<file path="config.mk">
export PLATFORM = sky130hd
export DESIGN_NAME = ccs_meta_walker
export DESIGN_NICKNAME = d
export VERILOG_FILES = /design/src/rtl/ccsw_pkg.sv /design/src/rtl/ccsw_base_reg.sv /design/src/rtl/ccsw_entry_addr.sv /design/src/rtl/ccsw_entry_decode.sv /design/src/rtl/ccsw_walk_fsm.sv /design/src/rtl/ccs_meta_walker.sv
export SDC_FILE = /design/constraint.sdc
export NUM_CORES = 1
export LEC_CHECK = 0
export BUFFER_PORTS_ARGS = -buffer_cell sky130_fd_sc_hd__buf_2
export CORE_ASPECT_RATIO = 0.6
export CORE_UTILIZATION = 56
export DETAILED_ROUTE_END_ITERATION = 7
export GPL_ROUTABILITY_DRIVEN = 0
export PLACE_DENSITY = 0.84
export SLEW_MARGIN = 20
export SYNTH_ARGS = -nofsm -noshare
export SYNTH_HDL_FRONTEND = slang
export SYNTH_SLANG_ARGS = --single-unit
</file>
<file path="constraint.sdc">
create_clock -name clk -period 5.8 [get_ports clk]
set_input_delay 0 -clock clk [delete_from_list [all_inputs] [get_ports clk]]
set_output_delay 0 -clock clk [all_outputs]
set_load 0.05 [all_outputs]
</file>
<file path="src/rtl/ccsw_pkg.sv">
package ccsw_pkg;

  typedef enum logic [1:0] {
    WS_IDLE  = 2'd0,
    WS_ISSUE = 2'd1,
    WS_WAIT  = 2'd2
  } walk_state_e;

  // Level codes reported on fault_level
  localparam logic [1:0] LVL_LEAF   = 2'd0;
  localparam logic [1:0] LVL_MID    = 2'd1;
  localparam logic [1:0] LVL_TOP    = 2'd2;
  localparam logic [1:0] LVL_NOBASE = 2'd3;

  localparam int ENTRY_W   = 64;
  localparam int ENT_SHIFT = 3;   // 8 bytes per entry

  // Leaf entry field positions
  localparam int VALID_BIT = 0;
  localparam int COMP_LSB  = 1;
  localparam int LOSSY_BIT = 3;
  localparam int TILE_LSB  = 52;
  localparam int DEPTH_LSB = 54;
  localparam int YCR_BIT   = 57;
  localparam int FMT_LSB   = 58;

  typedef struct packed {
    logic [1:0] comp;
    logic       lossy;
    logic [1:0] tile;
    logic [2:0] depth;
    logic       ycr;
    logic [5:0] fmt;
  } leaf_attr_t;

endpackage

</file>
<file path="src/rtl/ccsw_base_reg.sv">
module ccsw_base_reg #(
  parameter int ADDR_W = 48,
  parameter int REG_W  = 32
) (
  input  logic              clk,
  input  logic              rst_n,
  input  logic              base_we,
  input  logic              base_hi,
  input  logic [REG_W-1:0]  base_wdata,
  output logic              base_zero,
  output logic [ADDR_W-1:0] base_ptr
);
  import ccsw_pkg::*;

  localparam int WORDS = ENTRY_W / REG_W;

  logic [REG_W-1:0] word_q [WORDS];
  logic [ENTRY_W-1:0] base_full;

  for (genvar h = 0; h < WORDS; h++) begin : g_word
    always_ff @(posedge clk or negedge rst_n) begin
      if (!rst_n) begin
        word_q[h] <= '0;
      end else if (base_we && (base_hi == 1'(h))) begin
        word_q[h] <= base_wdata;
      end
    end
    assign base_full[h*REG_W +: REG_W] = word_q[h];
  end

  assign base_zero = (base_full == '0);
  assign base_ptr  = {base_full[ADDR_W-1:ENT_SHIFT], {ENT_SHIFT{1'b0}}};

endmodule

</file>
<file path="src/rtl/ccsw_entry_addr.sv">
module ccsw_entry_addr #(
  parameter int ADDR_W       = 48,
  parameter int LEAF_IDX_LSB = 16,
  parameter int MID_IDX_LSB  = 24,
  parameter int TOP_IDX_LSB  = 36
) (
  input  logic [1:0]        lvl,
  input  logic [ADDR_W-1:0] tbl,
  input  logic [ADDR_W-1:0] va,
  output logic [ADDR_W-1:0] entry_addr
);
  import ccsw_pkg::*;

  logic [ADDR_W-1:0] cand [3];

  for (genvar g = 0; g < 3; g++) begin : g_lvl
    localparam int LO = (g == 0) ? LEAF_IDX_LSB : (g == 1) ? MID_IDX_LSB : TOP_IDX_LSB;
    localparam int HI = (g == 0) ? MID_IDX_LSB  : (g == 1) ? TOP_IDX_LSB : ADDR_W;
    logic [HI-LO-1:0] idx;
    assign idx     = va[HI-1:LO];
    assign cand[g] = tbl + ADDR_W'({idx, {ENT_SHIFT{1'b0}}});
  end

  always_comb begin
    case (lvl)
      LVL_LEAF: entry_addr = cand[0];
      LVL_MID:  entry_addr = cand[1];
      default:  entry_addr = cand[2];
    endcase
  end

  logic unused_va_lo;
  assign unused_va_lo = ^va[LEAF_IDX_LSB-1:0];

endmodule

</file>
<file path="src/rtl/ccsw_entry_decode.sv">
module ccsw_entry_decode #(
  parameter int ADDR_W       = 48,
  parameter int TOP_PTR_LSB  = 15,
  parameter int MID_PTR_LSB  = 13,
  parameter int LEAF_PTR_LSB = 8
) (
  input  logic [63:0]            entry,
  output logic                   ent_valid,
  output logic [ADDR_W-1:0]      mid_tbl,
  output logic [ADDR_W-1:0]      leaf_tbl,
  output logic [ADDR_W-1:0]      meta_base,
  output ccsw_pkg::leaf_attr_t   attr
);
  import ccsw_pkg::*;

  assign ent_valid = entry[VALID_BIT];
  assign mid_tbl   = {entry[ADDR_W-1:TOP_PTR_LSB],  {TOP_PTR_LSB{1'b0}}};
  assign leaf_tbl  = {entry[ADDR_W-1:MID_PTR_LSB],  {MID_PTR_LSB{1'b0}}};
  assign meta_base = {entry[ADDR_W-1:LEAF_PTR_LSB], {LEAF_PTR_LSB{1'b0}}};

  always_comb begin
    attr.comp  = entry[COMP_LSB +: 2];
    attr.lossy = entry[LOSSY_BIT];
    attr.tile  = entry[TILE_LSB +: 2];
    attr.depth = entry[DEPTH_LSB +: 3];
    attr.ycr   = entry[YCR_BIT];
    attr.fmt   = entry[FMT_LSB +: 6];
  end

  logic unused_pad;
  assign unused_pad = ^{entry[LEAF_PTR_LSB-1:LOSSY_BIT+1], entry[TILE_LSB-1:ADDR_W]};

endmodule

</file>
<file path="src/rtl/ccsw_walk_fsm.sv">
module ccsw_walk_fsm #(
  parameter int ADDR_W       = 48,
  parameter int LEAF_IDX_LSB = 16,
  parameter int LEAF_PTR_LSB = 8
) (
  input  logic                 clk,
  input  logic                 rst_n,
  input  logic                 req_valid,
  input  logic [ADDR_W-1:0]    req_addr,
  output logic                 req_ready,
  input  logic                 base_zero,
  input  logic [ADDR_W-1:0]    base_ptr,
  output logic                 mem_req_valid,
  input  logic                 mem_req_ready,
  input  logic                 mem_rsp_valid,
  input  logic                 ent_valid,
  input  logic [ADDR_W-1:0]    mid_tbl,
  input  logic [ADDR_W-1:0]    leaf_tbl,
  input  logic [ADDR_W-1:0]    meta_base,
  input  ccsw_pkg::leaf_attr_t attr,
  output logic [1:0]           lvl,
  output logic [ADDR_W-1:0]    tbl,
  output logic [ADDR_W-1:0]    va,
  output logic                 done,
  output logic                 fault,
  output logic [1:0]           fault_level,
  output logic [ADDR_W-1:0]    meta_addr,
  output ccsw_pkg::leaf_attr_t attr_q,
  output logic                 seq_err
);
  import ccsw_pkg::*;

  localparam int OFF_W = LEAF_IDX_LSB - LEAF_PTR_LSB;

  walk_state_e st;

  assign req_ready     = (st == WS_IDLE);
  assign mem_req_valid = (st == WS_ISSUE);

  always_ff @(posedge clk or negedge rst_n) begin
    if (!rst_n) begin
      st          <= WS_IDLE;
      lvl         <= LVL_TOP;
      tbl         <= '0;
      va          <= '0;
      done        <= 1'b0;
      fault       <= 1'b0;
      fault_level <= LVL_LEAF;
      meta_addr   <= '0;
      attr_q      <= '0;
      seq_err     <= 1'b0;
    end else begin
      done    <= 1'b0;
      seq_err <= mem_rsp_valid && (st != WS_WAIT);
      case (st)
        WS_IDLE: begin
          if (req_valid) begin
            va <= req_addr;
            if (base_zero) begin
              done        <= 1'b1;
              fault       <= 1'b1;
              fault_level <= LVL_NOBASE;
              meta_addr   <= '0;
              attr_q      <= '0;
            end else begin
              tbl <= base_ptr;
              lvl <= LVL_TOP;
              st  <= WS_ISSUE;
            end
          end
        end
        WS_ISSUE: begin
          if (mem_req_ready) st <= WS_WAIT;
        end
        WS_WAIT: begin
          if (mem_rsp_valid) begin
            if (!ent_valid) begin
              done        <= 1'b1;
              fault       <= 1'b1;
              fault_level <= lvl;
              meta_addr   <= '0;
              attr_q      <= '0;
              st          <= WS_IDLE;
            end else if (lvl == LVL_LEAF) begin
              done        <= 1'b1;
              fault       <= 1'b0;
              fault_level <= LVL_LEAF;
              meta_addr   <= meta_base + ADDR_W'(va[LEAF_IDX_LSB-1 -: OFF_W]);
              attr_q      <= attr;
              st          <= WS_IDLE;
            end else begin
              tbl <= (lvl == LVL_TOP) ? mid_tbl : leaf_tbl;
              lvl <= lvl - 2'd1;
              st  <= WS_ISSUE;
            end
          end
        end
        default: st <= WS_IDLE;
      endcase
    end
  end

endmodule

</file>
<file path="src/rtl/ccs_meta_walker.sv">
module ccs_meta_walker #(
  parameter int ADDR_W       = 48,
  parameter int REG_W        = 32,
  parameter int LEAF_IDX_LSB = 16,
  parameter int MID_IDX_LSB  = 24,
  parameter int TOP_IDX_LSB  = 36,
  parameter int TOP_PTR_LSB  = 15,
  parameter int MID_PTR_LSB  = 13,
  parameter int LEAF_PTR_LSB = 8
) (
  input  logic              clk,
  input  logic              rst_n,
  input  logic              base_we,
  input  logic              base_hi,
  input  logic [REG_W-1:0]  base_wdata,
  input  logic              req_valid,
  output logic              req_ready,
  input  logic [ADDR_W-1:0] req_addr,
  output logic              mem_req_valid,
  input  logic              mem_req_ready,
  output logic [ADDR_W-1:0] mem_req_addr,
  input  logic              mem_rsp_valid,
  input  logic [63:0]       mem_rsp_data,
  output logic              done,
  output logic              fault,
  output logic [1:0]        fault_level,
  output logic [ADDR_W-1:0] meta_addr,
  output logic [1:0]        comp_mode,
  output logic              lossy,
  output logic [1:0]        tile_mode,
  output logic [2:0]        depth_code,
  output logic              ycr,
  output logic [5:0]        fmt_code,
  output logic              seq_err
);
  import ccsw_pkg::*;

  logic              base_zero;
  logic [ADDR_W-1:0] base_ptr;
  logic [1:0]        lvl;
  logic [ADDR_W-1:0] tbl;
  logic [ADDR_W-1:0] va;
  logic              ent_valid;
  logic [ADDR_W-1:0] mid_tbl;
  logic [ADDR_W-1:0] leaf_tbl;
  logic [ADDR_W-1:0] meta_base;
  leaf_attr_t        attr;
  leaf_attr_t        attr_q;

  ccsw_base_reg #(.ADDR_W(ADDR_W), .REG_W(REG_W)) u_base (
    .clk        (clk),
    .rst_n      (rst_n),
    .base_we    (base_we),
    .base_hi    (base_hi),
    .base_wdata (base_wdata),
    .base_zero  (base_zero),
    .base_ptr   (base_ptr)
  );

  ccsw_entry_addr #(
    .ADDR_W(ADDR_W), .LEAF_IDX_LSB(LEAF_IDX_LSB),
    .MID_IDX_LSB(MID_IDX_LSB), .TOP_IDX_LSB(TOP_IDX_LSB)
  ) u_addr (
    .lvl        (lvl),
    .tbl        (tbl),
    .va         (va),
    .entry_addr (mem_req_addr)
  );

  ccsw_entry_decode #(
    .ADDR_W(ADDR_W), .TOP_PTR_LSB(TOP_PTR_LSB),
    .MID_PTR_LSB(MID_PTR_LSB), .LEAF_PTR_LSB(LEAF_PTR_LSB)
  ) u_dec (
    .entry     (mem_rsp_data),
    .ent_valid (ent_valid),
    .mid_tbl   (mid_tbl),
    .leaf_tbl  (leaf_tbl),
    .meta_base (meta_base),
    .attr      (attr)
  );

  ccsw_walk_fsm #(
    .ADDR_W(ADDR_W), .LEAF_IDX_LSB(LEAF_IDX_LSB), .LEAF_PTR_LSB(LEAF_PTR_LSB)
  ) u_fsm (
    .clk           (clk),
    .rst_n         (rst_n),
    .req_valid     (req_valid),
    .req_addr      (req_addr),
    .req_ready     (req_ready),
    .base_zero     (base_zero),
    .base_ptr      (base_ptr),
    .mem_req_valid (mem_req_valid),
    .mem_req_ready (mem_req_ready),
    .mem_rsp_valid (mem_rsp_valid),
    .ent_valid     (ent_valid),
    .mid_tbl       (mid_tbl),
    .leaf_tbl      (leaf_tbl),
    .meta_base     (meta_base),
    .attr          (attr),
    .lvl           (lvl),
    .tbl           (tbl),
    .va            (va),
    .done          (done),
    .fault         (fault),
    .fault_level   (fault_level),
    .meta_addr     (meta_addr),
    .attr_q        (attr_q),
    .seq_err       (seq_err)
  );

  assign comp_mode  = attr_q.comp;
  assign lossy      = attr_q.lossy;
  assign tile_mode  = attr_q.tile;
  assign depth_code = attr_q.depth;
  assign ycr        = attr_q.ycr;
  assign fmt_code   = attr_q.fmt;

endmodule

</file>
==> results.cfg <==
[sta]
fin_crit_sh_pct = 82.99
drv_slew = 0
worst_slew_pin_slew_ns = 1.042
setup_tns_ns = 0
whs_ns = 0.09069
setup_viol = 0
fin_ws_ns = 0.9864
fmax_ghz = 0.2077
skew_ns = 0.01688
slew_headroom_pct = 30.51
min_period_ns = 4.814
hold_violations = 0
rsz0062_at_grt = false

[finish]
syn_to_final_growth_pct = 32.10
fill_cells = 1206
utilization_pct = 76.01
post_route_cells_drive_above_1_share_pct = 28.84
antennaDiodeCount = 0
layout_commonest_cell = buf_2
stdcell_count = 1648
final_nets = 1563
most-common-layout-cells = buf_2 (248), dfrtp_1 (220), nand2_1 (155)

[floorplanning]
die-area_um2 = 19280
io_pins = 269
die_h_um = 108.0
rows = 38
die_x_um = 178.6
start_util_pct = 57.54
core_area_um2 = 18210

[setup_path]
cp.required_ns = 5.80
crit_arrival_ns = 4.81
reg2reg_depth = 8
crit_type = flip-flop to output port
critPathCaptureType = output port
cp_max_fo = 18
cp-start-kind = flip-flop

[job]
maxCapViolations = 0

[synthesis]
synthArstFlopShare_pct = 100.0
ys_ff_latch = 221
synth_cell_types = 49
postSynthCellCount = 1047
synth_edf_count = 0
seq_area_frac_synth_pct = 52.79
ys.flop_type = dfrtp_1
yosys_warnings = 0
syn_area_um2 = 10480
avgSynthCellArea_um2 = 10.01

[clocking]
cts_buffers = 21
insertion_delay_ns = 0.50
path_clk_slew_ns = 0.07
htreeDepth = 1
tritoncts = built
clock-sinks = 221
cts-root-buf = clkbuf_16
clk_path_buf_depth = 3

[routing]
via_count = 9598
viasPerCell = 5.824
drc_errors = 0
ant_nets = 0
post_drt_wl_per_cell_um = 20.20
drtPass1Iterations = 5
totalWireLength_mm = 33.28
drtIter0Drc = 1084

[global_route]
grt_pass1_vias = 9238
grt_max_degree = 102
grt_pass1_wl_mm = 50.92
antenna_found_initial = 0
grtUsageTotal_pct = 34.76
grt.overflow.total = 0

[pwr]
powerDensity_nw_per_um2 = 617.0
ir_drop_v = 0.0007661
p_leak_nw = 6.335

[place]
dp.cells = 1478
pre_cts_ws_ns = 1.678
dp_hpwl_mm = 21.22
io_buffers = 249

[run_status]
outcome = finished, final reports clean

[hold_path]
hold_class = input port to async pin
power breakdown:
part | switching, W | internal, W | total, W
Sequential | 0.000429 | 0.00203 | 0.00246
Combinational | 0.00340 | 0.00137 | 0.00477
Clock | 0.000599 | 0.000713 | 0.00131
final cells by class:
cell class | count | area (µm²) | share of cell area [%]
clock inverter | 5 | 36.28 | 0.2621
clock buffer | 31 | 593.1 | 4.285
sequential | 221 | 5532 | 39.96
multi-input combinational | 730 | 4596 | 33.20
timing repair buffer | 395 | 2688 | 19.42
inverter | 26 | 97.59 | 0.7051
tap | 240 | 300.3 | 2.169
registers in the layout, summed over array words and instances, names as in the netlist:
register and flops:
u_fsm.seq_err 1, u_base.base_full 19, u_base.base_ptr 45, u_fsm.meta_addr 48, u_fsm.fault 1, u_fsm.fault_level 2, u_fsm.done 1, u_fsm.attr_q 15
u_fsm.lvl 2, u_fsm.va 40, u_fsm.st 2, u_fsm.tbl 45
path summary, 6_finish.rpt:
kind | slack, ns | end | startpoint
worst min-delay path | 0.09 | u_base.base_ptr[7] | rst_n
max in group asynchronous | 4.30 | u_base.base_ptr[42] | rst_n
worst min register to register | 0.48 | u_fsm.attr_q[9] | u_fsm.attr_q[9]
worst max register to register | 2.39 | u_fsm.tbl[30] | u_fsm.st[0]
worst max-delay path | 0.99 | mem_req_addr[36] | u_fsm.lvl[1]
min in group clk | 0.23 | u_base.base_ptr[30] | base_hi
critical path: stages, from the launching register on:
cell and delay [ns]:
dfstp_2 0.55, inv_1 0.08, ha_1 0.38, nor2_1 0.45, a21oi_1 0.08, a21oi_1 0.18
nor2_1 0.08, ha_1 0.37, o211a_4 0.19, a211oi_2 0.09, o311a_2 0.47, nor3_1 0.60
nand4_1 0.22, xnor2_1 0.27, buf_2 0.31
synthesized netlist by cell type, types with 5 or more instances:
library cell / instances / share of area [%]
dfrtp_1: 220 / 53
nand2_1: 155 / 5.6
mux2_2: 100 / 11
nand3_1: 93 / 4.4
o21ai_0: 91 / 4.3
nor2_1: 66 / 2.4
clkbuf_1: 45 / 1.6
a31oi_1: 37 / 2.2
xnor2_1: 29 / 2.4
a21oi_1: 26 / 1.2
inv_1: 26 / 0.93
ha_1: 16 / 1.9
nor4_1: 16 / 0.96
nand4_1: 14 / 0.84
xor2_1: 14 / 1.2
buf_1: 12 / 0.43
buf_2: 11 / 0.53
and3_1: 10 / 0.60
nor2b_1: 7 / 0.42
a21o_1: 6 / 0.43
nand2b_1: 6 / 0.36
and2_1: 5 / 0.30
per-layer routing:
metal  track usage [%]  share of wire, %
met3             8.122               9.7
met5                 0                 0
met4             7.506               1.9
met1             48.01                42
met2             56.34                46
logic make-up (layout without fill, tap and decap cells):
kind of cell               count (synthesis)  after routing  share of synthesized area, %
adders and majority gates                 17             17                         2.101
buffers and inverters                     98            457                         3.821
xor gates and xnor gates                  43             43                         3.594
AOI/OAI and AO/OA                        178            178                         9.791
and+or+nand+nor                          389            389                         17.12
muxes                                    100            100                         10.75
DFF                                      221            221                         52.79
other                                      1              3                       0.03579
per-stage QoR:
stage	power, W	area, µm²
CTS	0.008444	13840
global placement	0.006939	11870
floorplan	0.005875	10490
global route	0.008952	13840
finish	0.008541	13840
detailed placement	0.007056	11870
what timing repair did:
action,4_1_cts,5_1_grt
resized for setup,0,0
buffers inserted,0,0
hold buffers,134,0
endpoints found under the hold margin,284,0
Note: power is estimated with default switching activity, not from simulation.
